## src/rtl/scl_pkg.sv

```systemverilog
package scl_pkg;
  localparam int SR_W     = 22;
  localparam int ADDR_W   = 2;
  localparam int DATA_W   = SR_W - ADDR_W;
  localparam int RATIO_W  = 15;
  localparam int MODE_W   = DATA_W - RATIO_W;
  localparam int SWAL_W   = 5;
  localparam int PROG_W   = 13;
  localparam int RATIO_MIN = 2;

  localparam logic [ADDR_W-1:0] A_AUX_REF  = 2'b00;
  localparam logic [ADDR_W-1:0] A_AUX_FB   = 2'b01;
  localparam logic [ADDR_W-1:0] A_MAIN_REF = 2'b10;
  localparam logic [ADDR_W-1:0] A_MAIN_FB  = 2'b11;

  typedef struct packed {
    logic              pwrdn;
    logic              presc;
    logic [PROG_W-1:0] prog;
    logic [SWAL_W-1:0] swal;
  } fb_word_t;

  typedef struct packed {
    logic [MODE_W-1:0]  mode;
    logic [RATIO_W-1:0] ratio;
  } ref_word_t;
endpackage

```

## src/rtl/scl_sync.sv

```systemverilog
module scl_sync #(
  parameter int WIDTH  = 3,
  parameter int STAGES = 2
) (
  input  logic             clk,
  input  logic             rst,
  input  logic [WIDTH-1:0] async_in,
  output logic [WIDTH-1:0] sync_out
);
  logic [WIDTH-1:0] stg [STAGES];

  always_ff @(posedge clk) begin
    if (rst) begin
      for (int s = 0; s < STAGES; s++) stg[s] <= '0;
    end else begin
      stg[0] <= async_in;
      for (int s = 1; s < STAGES; s++) stg[s] <= stg[s-1];
    end
  end

  assign sync_out = stg[STAGES-1];
endmodule

```

## src/rtl/scl_shifter.sv

```systemverilog
module scl_shifter #(
  parameter int W = 22
) (
  input  logic         clk,
  input  logic         rst,
  input  logic         shift_en,
  input  logic         bit_in,
  output logic [W-1:0] word
);
  always_ff @(posedge clk) begin
    if (rst)           word <= '0;
    else if (shift_en) word <= {word[W-2:0], bit_in};
  end
endmodule

```

## src/rtl/scl_ref_reg.sv

```systemverilog
module scl_ref_reg
  import scl_pkg::*;
(
  input  logic               clk,
  input  logic               rst,
  input  logic               we,
  input  logic [DATA_W-1:0]  data,
  output logic [RATIO_W-1:0] ratio,
  output logic [MODE_W-1:0]  mode,
  output logic               bad
);
  localparam logic [RATIO_W-1:0] MIN_V = RATIO_W'(RATIO_MIN);
  ref_word_t w;
  assign w = ref_word_t'(data);

  always_ff @(posedge clk) begin
    if (rst) begin
      ratio <= '0;
      mode  <= '0;
      bad   <= 1'b0;
    end else if (we) begin
      ratio <= w.ratio;
      mode  <= w.mode;
      bad   <= (w.ratio < MIN_V);
    end
  end
endmodule

```

## src/rtl/scl_fb_reg.sv

```systemverilog
module scl_fb_reg
  import scl_pkg::*;
(
  input  logic              clk,
  input  logic              rst,
  input  logic              we,
  input  logic [DATA_W-1:0] data,
  output logic [SWAL_W-1:0] swal,
  output logic [PROG_W-1:0] prog,
  output logic              presc,
  output logic              pwrdn
);
  fb_word_t w;
  assign w = fb_word_t'(data);

  always_ff @(posedge clk) begin
    if (rst) begin
      swal  <= '0;
      prog  <= '0;
      presc <= 1'b0;
      pwrdn <= 1'b1;
    end else if (we) begin
      swal  <= w.swal;
      prog  <= w.prog;
      presc <= w.presc;
      pwrdn <= w.pwrdn;
    end
  end
endmodule

```

## src/rtl/serial_cfg_loader.sv

```systemverilog
module serial_cfg_loader
  import scl_pkg::*;
#(
  parameter int SYNC_STAGES = 2
) (
  input  logic               clk,
  input  logic               rst,
  input  logic               ser_clk,
  input  logic               ser_data,
  input  logic               load_en,
  output logic [RATIO_W-1:0] aux_ref_ratio,
  output logic [MODE_W-1:0]  aux_ref_mode,
  output logic               aux_ref_bad,
  output logic [RATIO_W-1:0] main_ref_ratio,
  output logic [MODE_W-1:0]  main_ref_mode,
  output logic               main_ref_bad,
  output logic [SWAL_W-1:0]  aux_fb_swallow,
  output logic [PROG_W-1:0]  aux_fb_program,
  output logic               aux_fb_presc,
  output logic               aux_fb_pwrdn,
  output logic [SWAL_W-1:0]  main_fb_swallow,
  output logic [PROG_W-1:0]  main_fb_program,
  output logic               main_fb_presc,
  output logic               main_fb_pwrdn
);
  localparam int UNITS = 2; // index 0 = auxiliary, 1 = main

  logic [2:0] lvl;           // {load_en, ser_clk, ser_data} synchronised
  logic       sclk_d, le_d;
  logic       sclk_rise, load_pulse;
  logic [SR_W-1:0]   sr_word;
  logic [ADDR_W-1:0] addr;
  logic [DATA_W-1:0] payload;

  scl_sync #(.WIDTH(3), .STAGES(SYNC_STAGES)) u_sync (
    .clk(clk), .rst(rst),
    .async_in({load_en, ser_clk, ser_data}),
    .sync_out(lvl)
  );

  always_ff @(posedge clk) begin
    if (rst) begin
      sclk_d <= 1'b0;
      le_d   <= 1'b0;
    end else begin
      sclk_d <= lvl[1];
      le_d   <= lvl[2];
    end
  end

  assign sclk_rise  = lvl[1] & ~sclk_d & ~lvl[2];
  assign load_pulse = lvl[2] & ~le_d;

  scl_shifter #(.W(SR_W)) u_shift (
    .clk(clk), .rst(rst), .shift_en(sclk_rise), .bit_in(lvl[0]), .word(sr_word)
  );

  assign addr    = sr_word[ADDR_W-1:0];
  assign payload = sr_word[SR_W-1:ADDR_W];

  logic [RATIO_W-1:0] r_ratio [UNITS];
  logic [MODE_W-1:0]  r_mode  [UNITS];
  logic               r_bad   [UNITS];
  logic [SWAL_W-1:0]  f_swal  [UNITS];
  logic [PROG_W-1:0]  f_prog  [UNITS];
  logic               f_presc [UNITS];
  logic               f_pwrdn [UNITS];

  for (genvar g = 0; g < UNITS; g++) begin : g_unit
    localparam logic [ADDR_W-1:0] REF_A = (g == 0) ? A_AUX_REF : A_MAIN_REF;
    localparam logic [ADDR_W-1:0] FB_A  = (g == 0) ? A_AUX_FB  : A_MAIN_FB;
    logic ref_we, fb_we;
    assign ref_we = load_pulse && (addr == REF_A);
    assign fb_we  = load_pulse && (addr == FB_A);

    scl_ref_reg u_ref (
      .clk(clk), .rst(rst), .we(ref_we), .data(payload),
      .ratio(r_ratio[g]), .mode(r_mode[g]), .bad(r_bad[g])
    );
    scl_fb_reg u_fb (
      .clk(clk), .rst(rst), .we(fb_we), .data(payload),
      .swal(f_swal[g]), .prog(f_prog[g]), .presc(f_presc[g]), .pwrdn(f_pwrdn[g])
    );
  end

  assign aux_ref_ratio   = r_ratio[0];
  assign aux_ref_mode    = r_mode[0];
  assign aux_ref_bad     = r_bad[0];
  assign main_ref_ratio  = r_ratio[1];
  assign main_ref_mode   = r_mode[1];
  assign main_ref_bad    = r_bad[1];
  assign aux_fb_swallow  = f_swal[0];
  assign aux_fb_program  = f_prog[0];
  assign aux_fb_presc    = f_presc[0];
  assign aux_fb_pwrdn    = f_pwrdn[0];
  assign main_fb_swallow = f_swal[1];
  assign main_fb_program = f_prog[1];
  assign main_fb_presc   = f_presc[1];
  assign main_fb_pwrdn   = f_pwrdn[1];
endmodule

```

## config.mk

```make
export PLATFORM = sky130hd
export DESIGN_NAME = serial_cfg_loader
export DESIGN_NICKNAME = d
export VERILOG_FILES = /design/src/rtl/scl_pkg.sv /design/src/rtl/scl_sync.sv /design/src/rtl/scl_shifter.sv /design/src/rtl/scl_ref_reg.sv /design/src/rtl/scl_fb_reg.sv /design/src/rtl/serial_cfg_loader.sv
export SDC_FILE = /design/constraint.sdc
export NUM_CORES = 1
export LEC_CHECK = 0
export BUFFER_PORTS_ARGS = -buffer_cell sky130_fd_sc_hd__buf_4
export CAP_MARGIN = 10
export CELL_PAD_IN_SITES_DETAIL_PLACEMENT = 0
export CELL_PAD_IN_SITES_GLOBAL_PLACEMENT = 2
export CORE_MARGIN = 1.5
export CORE_UTILIZATION = 37
export CTS_CLUSTER_SIZE = 14
export DETAILED_ROUTE_END_ITERATION = 8
export PLACE_DENSITY = 0.82
export SKIP_LAST_GASP = 1
export SLEW_MARGIN = 20
export SYNTH_ARGS = -nofsm -noshare
export SYNTH_HDL_FRONTEND = slang
export SYNTH_HIERARCHICAL = 1
export SYNTH_SLANG_ARGS = --single-unit
```

## constraint.sdc

```tcl
create_clock -name clk -period 2.11 [get_ports clk]
set_clock_uncertainty 0.05 [all_clocks]
set_input_delay 0.1055 -clock clk [delete_from_list [all_inputs] [get_ports clk]]
set_output_delay 0.1055 -clock clk [all_outputs]
set_load 0.01 [all_outputs]
```

==> flow_summary.ini, run 1 <==
[yosys]
synthesis.area_um2 = 4060
syn_avg_cell_area_um2 = 11.1
synth_most_common_cell = dfxtp_1
synth_edf_count = 0
synth_common_cells = dfxtp_1, mux2i_1, nor2_1
synth-main-ff-cell = dfxtp_1
syn-num-nets = 372
async_flop_share_pct = 0
synthCells = 367
yosysWarningCount = 6
ys_seq_area_share_pct = 55.2
synth_top_cell_area_share_pct = 55.2
ys_top_cells_by_area = dfxtp_1, mux2i_1, nor2_1
ys_ff_latch = 112
yosysTopAreaCell = dfxtp_1
synth_cell_types = 20

[detailed_routing]
first_pass_iters = 4
drc = 0
drt-total-wl_um = 8700
vias_per_cell = 4.67
drt_iter0_drc = 109
vias = 2804
wl_per_cell_um = 14.5
ant_nets = 0

[place]
portBuffers = 86
hpwl_um = 5770
place.gp.congestion = 0.751

[finish]
drive_gt1_share_pct = 25.4
seq_area_um2 = 2240
fillers = 1070
multi_input_area_um2 = 1630
finalNetCount = 461
area_delta_synth_final_pct = 23.9
num_antenna_cells = 0
final_util_pct = 46.8

[sta]
rsz0062_at_grt = false
finalHoldViolations = 0
maxSlewViolCount = 0
finalCriticalPeriod_ps = 1610
whs_ps = 187
fin_crit_sh_pct = 76.4
finalSetupViolCount = 0
fmax_ghz = 0.621
relSlewSlack_pct = 57.8
tns_ps = 0
tightestPinTransition_ps = 633

[floorplan]
initial_core_util_pct = 37.8
std_cell_rows = 38
die_area_um2 = 11600
core_area_um2 = 10700
die_y_um = 108
ios = 87
die_x_um = 108

[global_route]
grt_overflow = 0
grt_pass1_wl_um = 13800
antenna_found_initial = 0
grt.total_usage_pct = 15.6
grt_pass1_vias = 2635
grt_max_degree = 63

[setup_path]
r2r_start = u_shift/word[0]
r2r_slack_ps = 500
worstSetupPathType = flop to flop
r2r_cells = 4
endpoint_kind = flop
worstPathRequired_ps = 2320
regToRegEndpoint = g_unit[1].u_ref/mode[4]
start_kind = flop
crit_fanout = 7
cp.arrival_ps = 1820

[pwr]
ir_drop_mv = 0.430
powerDensity_nw_per_um2 = 705
leakagePower_nw = 1.95

[cts]
tritoncts = yes
htreeDepth = 3
cts_buffer_depth = 2
cts_buffers = 9
cts_sinks = 112
ctsResizeCount = 0
cts_setup_buffers = 0
cts_root_buffer = clkbuf_8
hold_buffers = 3
clk_latency_ps = 360
clk_pin_slew_ps = 100

[job]
drv_cap = 0

[worst_hold_path]
whs_path_depth = 2
hold_path_startpoint = rst
min_path_type = primary input to flop
whs_endpoint = g_unit[1].u_fb/swal[1]

[outcome]
status = complete, no violations
-- critical path: stages, from the launching register on --
cell,delay (ps)
dfxtp_1,390
and4bb_1,570
buf_4,250
mux2i_1,200
nor2_1,50
-- how the worst max path moves through the flow --
stage	startpoint	end	slack, ps	cells past startpoint
detailed placement	u_shift/word[1]	g_unit[1].u_ref/ratio[11]	500	4
CTS	u_shift/word[0]	g_unit[1].u_ref/ratio[11]	470	4
finish	u_shift/word[0]	g_unit[1].u_ref/mode[4]	500	4
global route	u_shift/word[0]	g_unit[1].u_ref/mode[1]	370	4
global placement	u_shift/word[0]	g_unit[1].u_ref/mode[4]	550	4
floorplan	u_sync/stg[0][5]	g_unit[0].u_ref/mode[0]	770	5
-- metrics by stage --
step                area [µm²]  total power [W]  setup WS [ps]  cells
detailed placement        4800          0.00226            501    582
global placement          4800          0.00226            549    582
global route              5030          0.00369            375    600
finish                    5030          0.00355            499    600
CTS                       5030          0.00359            471    600
floorplan                 4060          0.00224            775    367
-- layout make-up --
cell class | instances | area share [%]
flip-flops and latches | 112 | 44.6
multi-input cells | 231 | 32.3
repair buffers | 102 | 15.6
well taps | 140 | 3.48
clock buffers | 11 | 2.61
clock inverters | 4 | 1.39
-- sequential cells by signal (all words and copies together) (netlist names) --
register	flops
g_unit.u_fb/swal	10
g_unit.u_fb/prog	26
sclk_d	1
g_unit.u_ref/ratio	30
g_unit.u_fb/presc	2
g_unit.u_fb/pwrdn	2
u_shift/word	22
g_unit.u_ref/mode	10
le_d	1
u_sync/stg	6
g_unit.u_ref/bad	2
-- layout by cell type (no fill, tap or decap), types with 2 or more instances in the layout --
master	count
nand2b_1	2
dlygate4sd3_1	3
nor4_1	4
a211o_1	2
buf_4	98
clkbuf_8	9
mux2i_1	100
nor3_1	2
nor2b_1	10
a21oi_1	2
bufinv_16	2
nor4b_2	2
clkbuf_1	2
clkinv_2	2
nor2_1	100
nand4_1	2
dfxtp_1	112
-- cell families after synthesis --
logic type      synth area share (%)
simple gates                    14.4
flops                           55.2
mux                             24.7
buf+inv                         5.02
compound gates                 0.678
-- power breakdown --
group          switching [W]  leakage, nW  internal (W)
logic              0.0000553        0.941     0.0000362
clock network       0.000672        0.103      0.000661
registers         0.00000452        0.903       0.00212
total               0.000731         1.95       0.00282
-- per-layer routing --
metal	track usage, %	part of all wire [%]	vias up
li1	-	-	1410
met1	20.9	48	1335
met2	24.9	47	49
met3	2.91	3.6	10
met4	6.20	1.4	0
met5	0	0	-
(Power assumes the default switching activity.)
==> inputs of run 2 (changes only) <==
--- a/config.mk
+++ b/config.mk
@@ -10,10 +10,10 @@
 export CELL_PAD_IN_SITES_DETAIL_PLACEMENT = 0
 export CELL_PAD_IN_SITES_GLOBAL_PLACEMENT = 2
 export CORE_MARGIN = 1.5
-export CORE_UTILIZATION = 37
+export CORE_UTILIZATION = 34
 export CTS_CLUSTER_SIZE = 14
 export DETAILED_ROUTE_END_ITERATION = 8
-export PLACE_DENSITY = 0.82
+export PLACE_DENSITY = 0.76
 export SKIP_LAST_GASP = 1
 export SLEW_MARGIN = 20
 export SYNTH_ARGS = -nofsm -noshare
==> constraint.sdc (replaced) <==
create_clock -name clk -period 1.6 [get_ports clk]
set_clock_uncertainty 0.05 [all_clocks]
set_input_delay 0.08 -clock clk [delete_from_list [all_inputs] [get_ports clk]]
set_output_delay 0.08 -clock clk [all_outputs]
set_load 0.01 [all_outputs]
==> run 2 against run 1 <==
Compared with the run above: the flow now finishes with violations (design-rule violations); power rose by 41%; design area increased by 2.6%; register-to-register slack worse by 370 ps; sequential power up 32%; non-clock buffer count up 3; critical path depth unchanged; setup slack lost 370 ps; count of clock-buffer cells in the layout did not move; core utilization is 2.0 points lower.
==> flow_summary.ini, run 2 (synthesized netlist as in run 1, its figures left out) <==
[sta]
fmax_ghz = 0.679
relSlewSlack_pct = 71.8
finalSetupViolCount = 0
fin_crit_sh_pct = 92.1
finalHoldViolations = 0
finalCriticalPeriod_ps = 1470
rsz0062_at_grt = false
maxSlewViolCount = 0
tns_ps = 0
tightestPinTransition_ps = 422

[place]
place.gp.congestion = 0.697
dp.cells = 585
hpwl_um = 6000
portBuffers = 86
post_dp_cell_area_um2 = 4830

[setup_path]
cp.arrival_ps = 1650
r2r_start = u_shift/word[1]
r2r_slack_ps = 130
endpoint_kind = flop
r2r_cells = 4
crit_fanout = 10
worstPathRequired_ps = 1770
start_kind = flop
worstSetupPathType = flop to flop
regToRegEndpoint = g_unit[0].u_ref/mode[0]

[floorplan]
die_area_um2 = 12600
initial_core_util_pct = 35.3
die_x_um = 112
ios = 87
std_cell_rows = 39
die_y_um = 112
core_area_um2 = 11500

[cts]
clk_latency_ps = 340
cts_buffer_depth = 2
cts_buffers = 9
cts_root_buffer = clkbuf_16
htreeDepth = 3
cts_sinks = 112
clk_pin_slew_ps = 70
tritoncts = yes

[finish]
final_cell_area_um2 = 5160
reg_top3 = g_unit.u_ref/ratio (30), g_unit.u_fb/prog (26), u_shift/word (22)
finalNetCount = 464
final_util_pct = 44.8
layout.cells.non_filler = 607
layout_common_cells = dfxtp_1, mux2i_1, nor2_1
max_flop_register = g_unit.u_ref/ratio
layout_commonest_cell = dfxtp_1
largest_register_ffs = 30
drive_gt1_share_pct = 26.9
area_delta_synth_final_pct = 27.2
num_antenna_cells = 0

[worst_hold_path]
whs_path_depth = 2
whs_endpoint = g_unit[1].u_fb/prog[9]
hold_path_startpoint = rst
min_path_type = primary input to flop

[detailed_routing]
vias = 2766
wl_met3_um = 289
wirelength_met1_um = 4350
first_pass_iters = 8
drt_iter0_drc = 136
drc = 4
routed.top_layer = met4
ant_nets = 0
vias_per_cell = 4.56
wl_per_cell_um = 14.8
drt-total-wl_um = 8960
met2_wirelength_um = 4190

[global_route]
grt_pass1_wl_um = 14400
grt_pass1_vias = 2649
grt_max_degree = 38
grt_overflow = 0
grt.total_usage_pct = 14.5
antenna_found_initial = 0

[outcome]
violations = design-rule violations
status = complete, but fails checks

[pwr]
ir_drop_mv = 0.413
leakagePower_nw = 2.00
power_w = 0.00502
powerDensity_nw_per_um2 = 972

[job]
drv_cap = 0
run 2: cell count changes in the layout (fill, tap and decap cells not counted), sizes merged:
| cell | delta |
|---|---|
| clkinvlp | +3 |
| bufinv | -2 |
| buf | +3 |
run 2: layer usage:
metal  global-route usage, %  up-vias
met4                    5.32        0
met3                    2.75        9
met5                       0        -
li1                        -     1414
met1                    19.6     1293
met2                    23.1       50
run 2: cell type report:
| class | instances | area (µm²) |
|---|---|---|
| fill | 1127 | 6350 |
| clock inverter | 5 | 32.5 |
| clock buffer | 11 | 243 |
| multi-input combinational | 231 | 1630 |
| sequential | 112 | 2240 |
| timing repair buffer | 105 | 833 |
| tap | 143 | 179 |
run 2: where the power goes:
part           switching (W)  internal [W]  leakage, nW
combinational      0.0000758     0.0000576        0.964
clock               0.000990       0.00109        0.128
sequential        0.00000598       0.00280        0.904
total                0.00107       0.00395         2.00
run 2: stage by stage:
stage                     hold WS (ps)  worst slack, ps
final                             98.2              127
after global routing               110             9.12
after CTS                          110             59.7
after detailed placement           247             79.1
after global placement             251              135
after floorplan                   99.1              265
run 2: worst max-delay path by stage:
stage / start / to / slack [ps] / depth (start not counted)
floorplan: u_sync/stg[0][5] / g_unit[0].u_ref/mode[0] / 260 / 5
global placement: u_sync/stg[0][5] / g_unit[0].u_ref/bad / 140 / 5
detailed placement: u_sync/stg[0][5] / g_unit[0].u_ref/bad / 80 / 5
CTS: u_sync/stg[0][5] / g_unit[0].u_ref/bad / 60 / 5
global route: u_shift/word[1] / g_unit[0].u_ref/bad / 9 / 5
finish: u_shift/word[1] / g_unit[0].u_ref/mode[0] / 130 / 4
run 2: timing repair:
| item | 4_1_cts | 5_1_grt |
|---|---|---|
| hold buffers | 3 | 0 |
| buffers inserted | 0 | 3 |
| resized for setup | 0 | 3 |
| hold endpoints to repair | 3 | 0 |
| endpoints found under the setup margin | 0 | 11 |
run 2: worst max-delay path: stages, from the launching register on:
cell and delay, ps:
dfxtp_2 350, nor4b_4 390, buf_4 300, mux2i_1 220
nor2_1 60
==> inputs of run 3 (changes only) <==
--- a/config.mk
+++ b/config.mk
@@ -13,6 +13,7 @@
 export CORE_UTILIZATION = 34
 export CTS_CLUSTER_SIZE = 14
 export DETAILED_ROUTE_END_ITERATION = 8
+export HOLD_SLACK_MARGIN = 0.1
 export PLACE_DENSITY = 0.76
 export SKIP_LAST_GASP = 1
 export SLEW_MARGIN = 20
==> constraint.sdc (replaced) <==
create_clock -name clk -period 1.4 [get_ports clk]
set_clock_uncertainty 0.05 [all_clocks]
set_input_delay 0.07 -clock clk [delete_from_list [all_inputs] [get_ports clk]]
set_output_delay 0.07 -clock clk [all_outputs]
set_load 0.01 [all_outputs]
==> run 3 against run 2 <==
Compared with the run above: the run ends with negative setup slack left; non-clock buffer count grew 10; flip-flop and latch count stayed put; setup slack got worse by 130 ps; die area unchanged; count of clock-buffer cells in the layout decreased by 1; global-route usage grew 0.39 points; first-iteration DRC count is 38% lower; core utilization rose by 2.0 points; critical endpoint is now g_unit[0].u_ref/ratio[3]; largest power group unchanged; highest routed layer unchanged.
==> flow_summary.ini, run 3 (synthesized netlist as in run 1, its figures left out) <==
[place]
hpwl_um = 6000
place.gp.congestion = 0.697
portBuffers = 86

[finish]
reg_top3 = g_unit.u_ref/ratio (30), g_unit.u_fb/prog (26), u_shift/word (22)
drive_gt1_share_pct = 28.5
largest_register_ffs = 30
fillers = 1107
finalNetCount = 474
area_delta_synth_final_pct = 33.0
layout_common_cells = dfxtp_1, nor2_1, mux2i_1
max_flop_register = g_unit.u_ref/ratio
num_antenna_cells = 0
layout_commonest_cell = dfxtp_1
final_util_pct = 46.9

[detailed_routing]
drt-total-wl_um = 9340
wl_per_cell_um = 15.1
vias = 2835
drc = 0
first_pass_iters = 6
ant_nets = 0
drt_iter0_drc = 84
vias_per_cell = 4.59

[outcome]
status = complete, but fails checks
violations = negative setup slack

[cts]
cts_buffer_depth = 2
tritoncts = yes
cts_sinks = 112
clk_latency_ps = 340
cts_root_buffer = clkbuf_16
cts_buffers = 9
clk_pin_slew_ps = 70
htreeDepth = 3

[floorplan]
ios = 87
die_y_um = 112
die_area_um2 = 12600
std_cell_rows = 39
core_area_um2 = 11500
initial_core_util_pct = 35.3
die_x_um = 112

[pwr]
ir_drop_mv = 0.549
powerDensity_nw_per_um2 = 1140
leakagePower_nw = 2.11

[setup_path]
cp.arrival_ps = 1550
crit_buf_inv = 2
worstSetupPathType = flop to flop
r2r_slack_ps = -2
crit_start = le_d
crit_fanout = 5
cpMostUsedCell = buf_4
r2r_start = le_d
crit_path_cell_trace = nor4b_4 > buf_4 > buf_4 > mux2i_1 > nor2_1
critPathTopFamily = flip-flops
critPathSlowestCell = dfxtp_4
critical_path_cell_count = 5
worstPathRequired_ps = 1550
start_kind = flop
endpoint_kind = flop
r2r_cells = 5
cp_slowest_stage_delay_ps = 360
crit_end = g_unit[0].u_ref/ratio[3]
regToRegEndpoint = g_unit[0].u_ref/ratio[3]

[sta]
finalHoldViolations = 0
fmax_ghz = 0.713
finalSetupViolCount = 2
tightestPinTransition_ps = 842
tns_ps = -3.70
rsz0062_at_grt = true
fin_crit_sh_pct = 100
maxSlewViolCount = 0
relSlewSlack_pct = 43.8
finalCriticalPeriod_ps = 1400
timing.final.ws_setup_ps = -2.12

[global_route]
grt.total_usage_pct = 14.9
grt_max_degree = 34
grt_pass1_vias = 2764
grt_pass1_wl_um = 14700
grt_overflow = 0
antenna_found_initial = 0

[worst_hold_path]
min_path_type = primary input to flop

[job]
drv_cap = 0
run 3: changes by cell type in the layout (fill, tap and decap cells not counted), moves of 2 or more:
cell           delta
dfxtp_1           -2
bufinv_16         +2
inv_6             +2
buf_6             +3
buf_4             -2
buf_12            +3
clkinvlp_4        -2
dfxtp_4           +2
dlygate4sd3_1     +3
run 3: final cells by class:
class / count / area, µm² / share of cell area (%)
multi-input cells: 231 / 1640 / 30.5
clock inverters: 6 / 90.1 / 1.67
flip-flops and latches: 112 / 2250 / 41.7
well taps: 143 / 179 / 3.31
clock buffers: 10 / 239 / 4.43
repair buffers: 115 / 995 / 18.4
run 3: where the power goes:
group	internal (W)	switching, W
clock	0.00163	0.00117
combinational	0.0000800	0.0000914
sequential	0.00319	0.00000633
total	0.00490	0.00127
run 3: worst register-to-register path: cells and delay by family, from the launching register on:
kind                   cells  cell delay, ps
DFF                        1             360
buffers and inverters      2             330
and+or+nand+nor            2             340
muxes                      1             190
run 3: worst min-delay path by stage:
stage / slack [ps] / depth (start not counted) / endpoint / start
after floorplan: 90 / 1 / g_unit[0].u_ref/bad / rst
after global placement: 240 / 2 / u_sync/stg[0][1] / ser_clk
after detailed placement: 230 / 2 / u_sync/stg[0][1] / ser_clk
after CTS: 160 / 3 / g_unit[1].u_ref/ratio[13] / rst
after global routing: 150 / 3 / g_unit[0].u_ref/ratio[14] / rst
final: 150 / 3 / g_unit[0].u_ref/ratio[14] / rst
run 3: layer usage:
layer	track usage (%)	up-vias	wire length [µm]
met5	0	-	0
met4	3.80	0	77
met3	4.27	5	287
met2	24.5	52	4370
met1	19.4	1348	4600
li1	-	1430	-
run 3: stage by stage:
step	worst slack [ps]	total power, W	hold WS, ps	std cells	area [µm²]
6_report	-2.12	0.00617	155	617	5400
5_1_grt	-93.9	0.00641	150	617	5400
4_1_cts	-9.81	0.00624	156	614	5310
3_5_place_dp	-26.6	0.00342	234	591	4910
3_3_place_gp	-4.24	0.00342	236	591	4910
2_1_floorplan	64.9	0.00338	89.1	367	4060
run 3: timing repair:
item	CTS	global route
resized for setup	1	17
hold endpoints to repair	26	0
gates cloned	0	2
buffers inserted	0	1
setup endpoints to repair	32	78
pin swaps	0	1
hold buffers	7	0
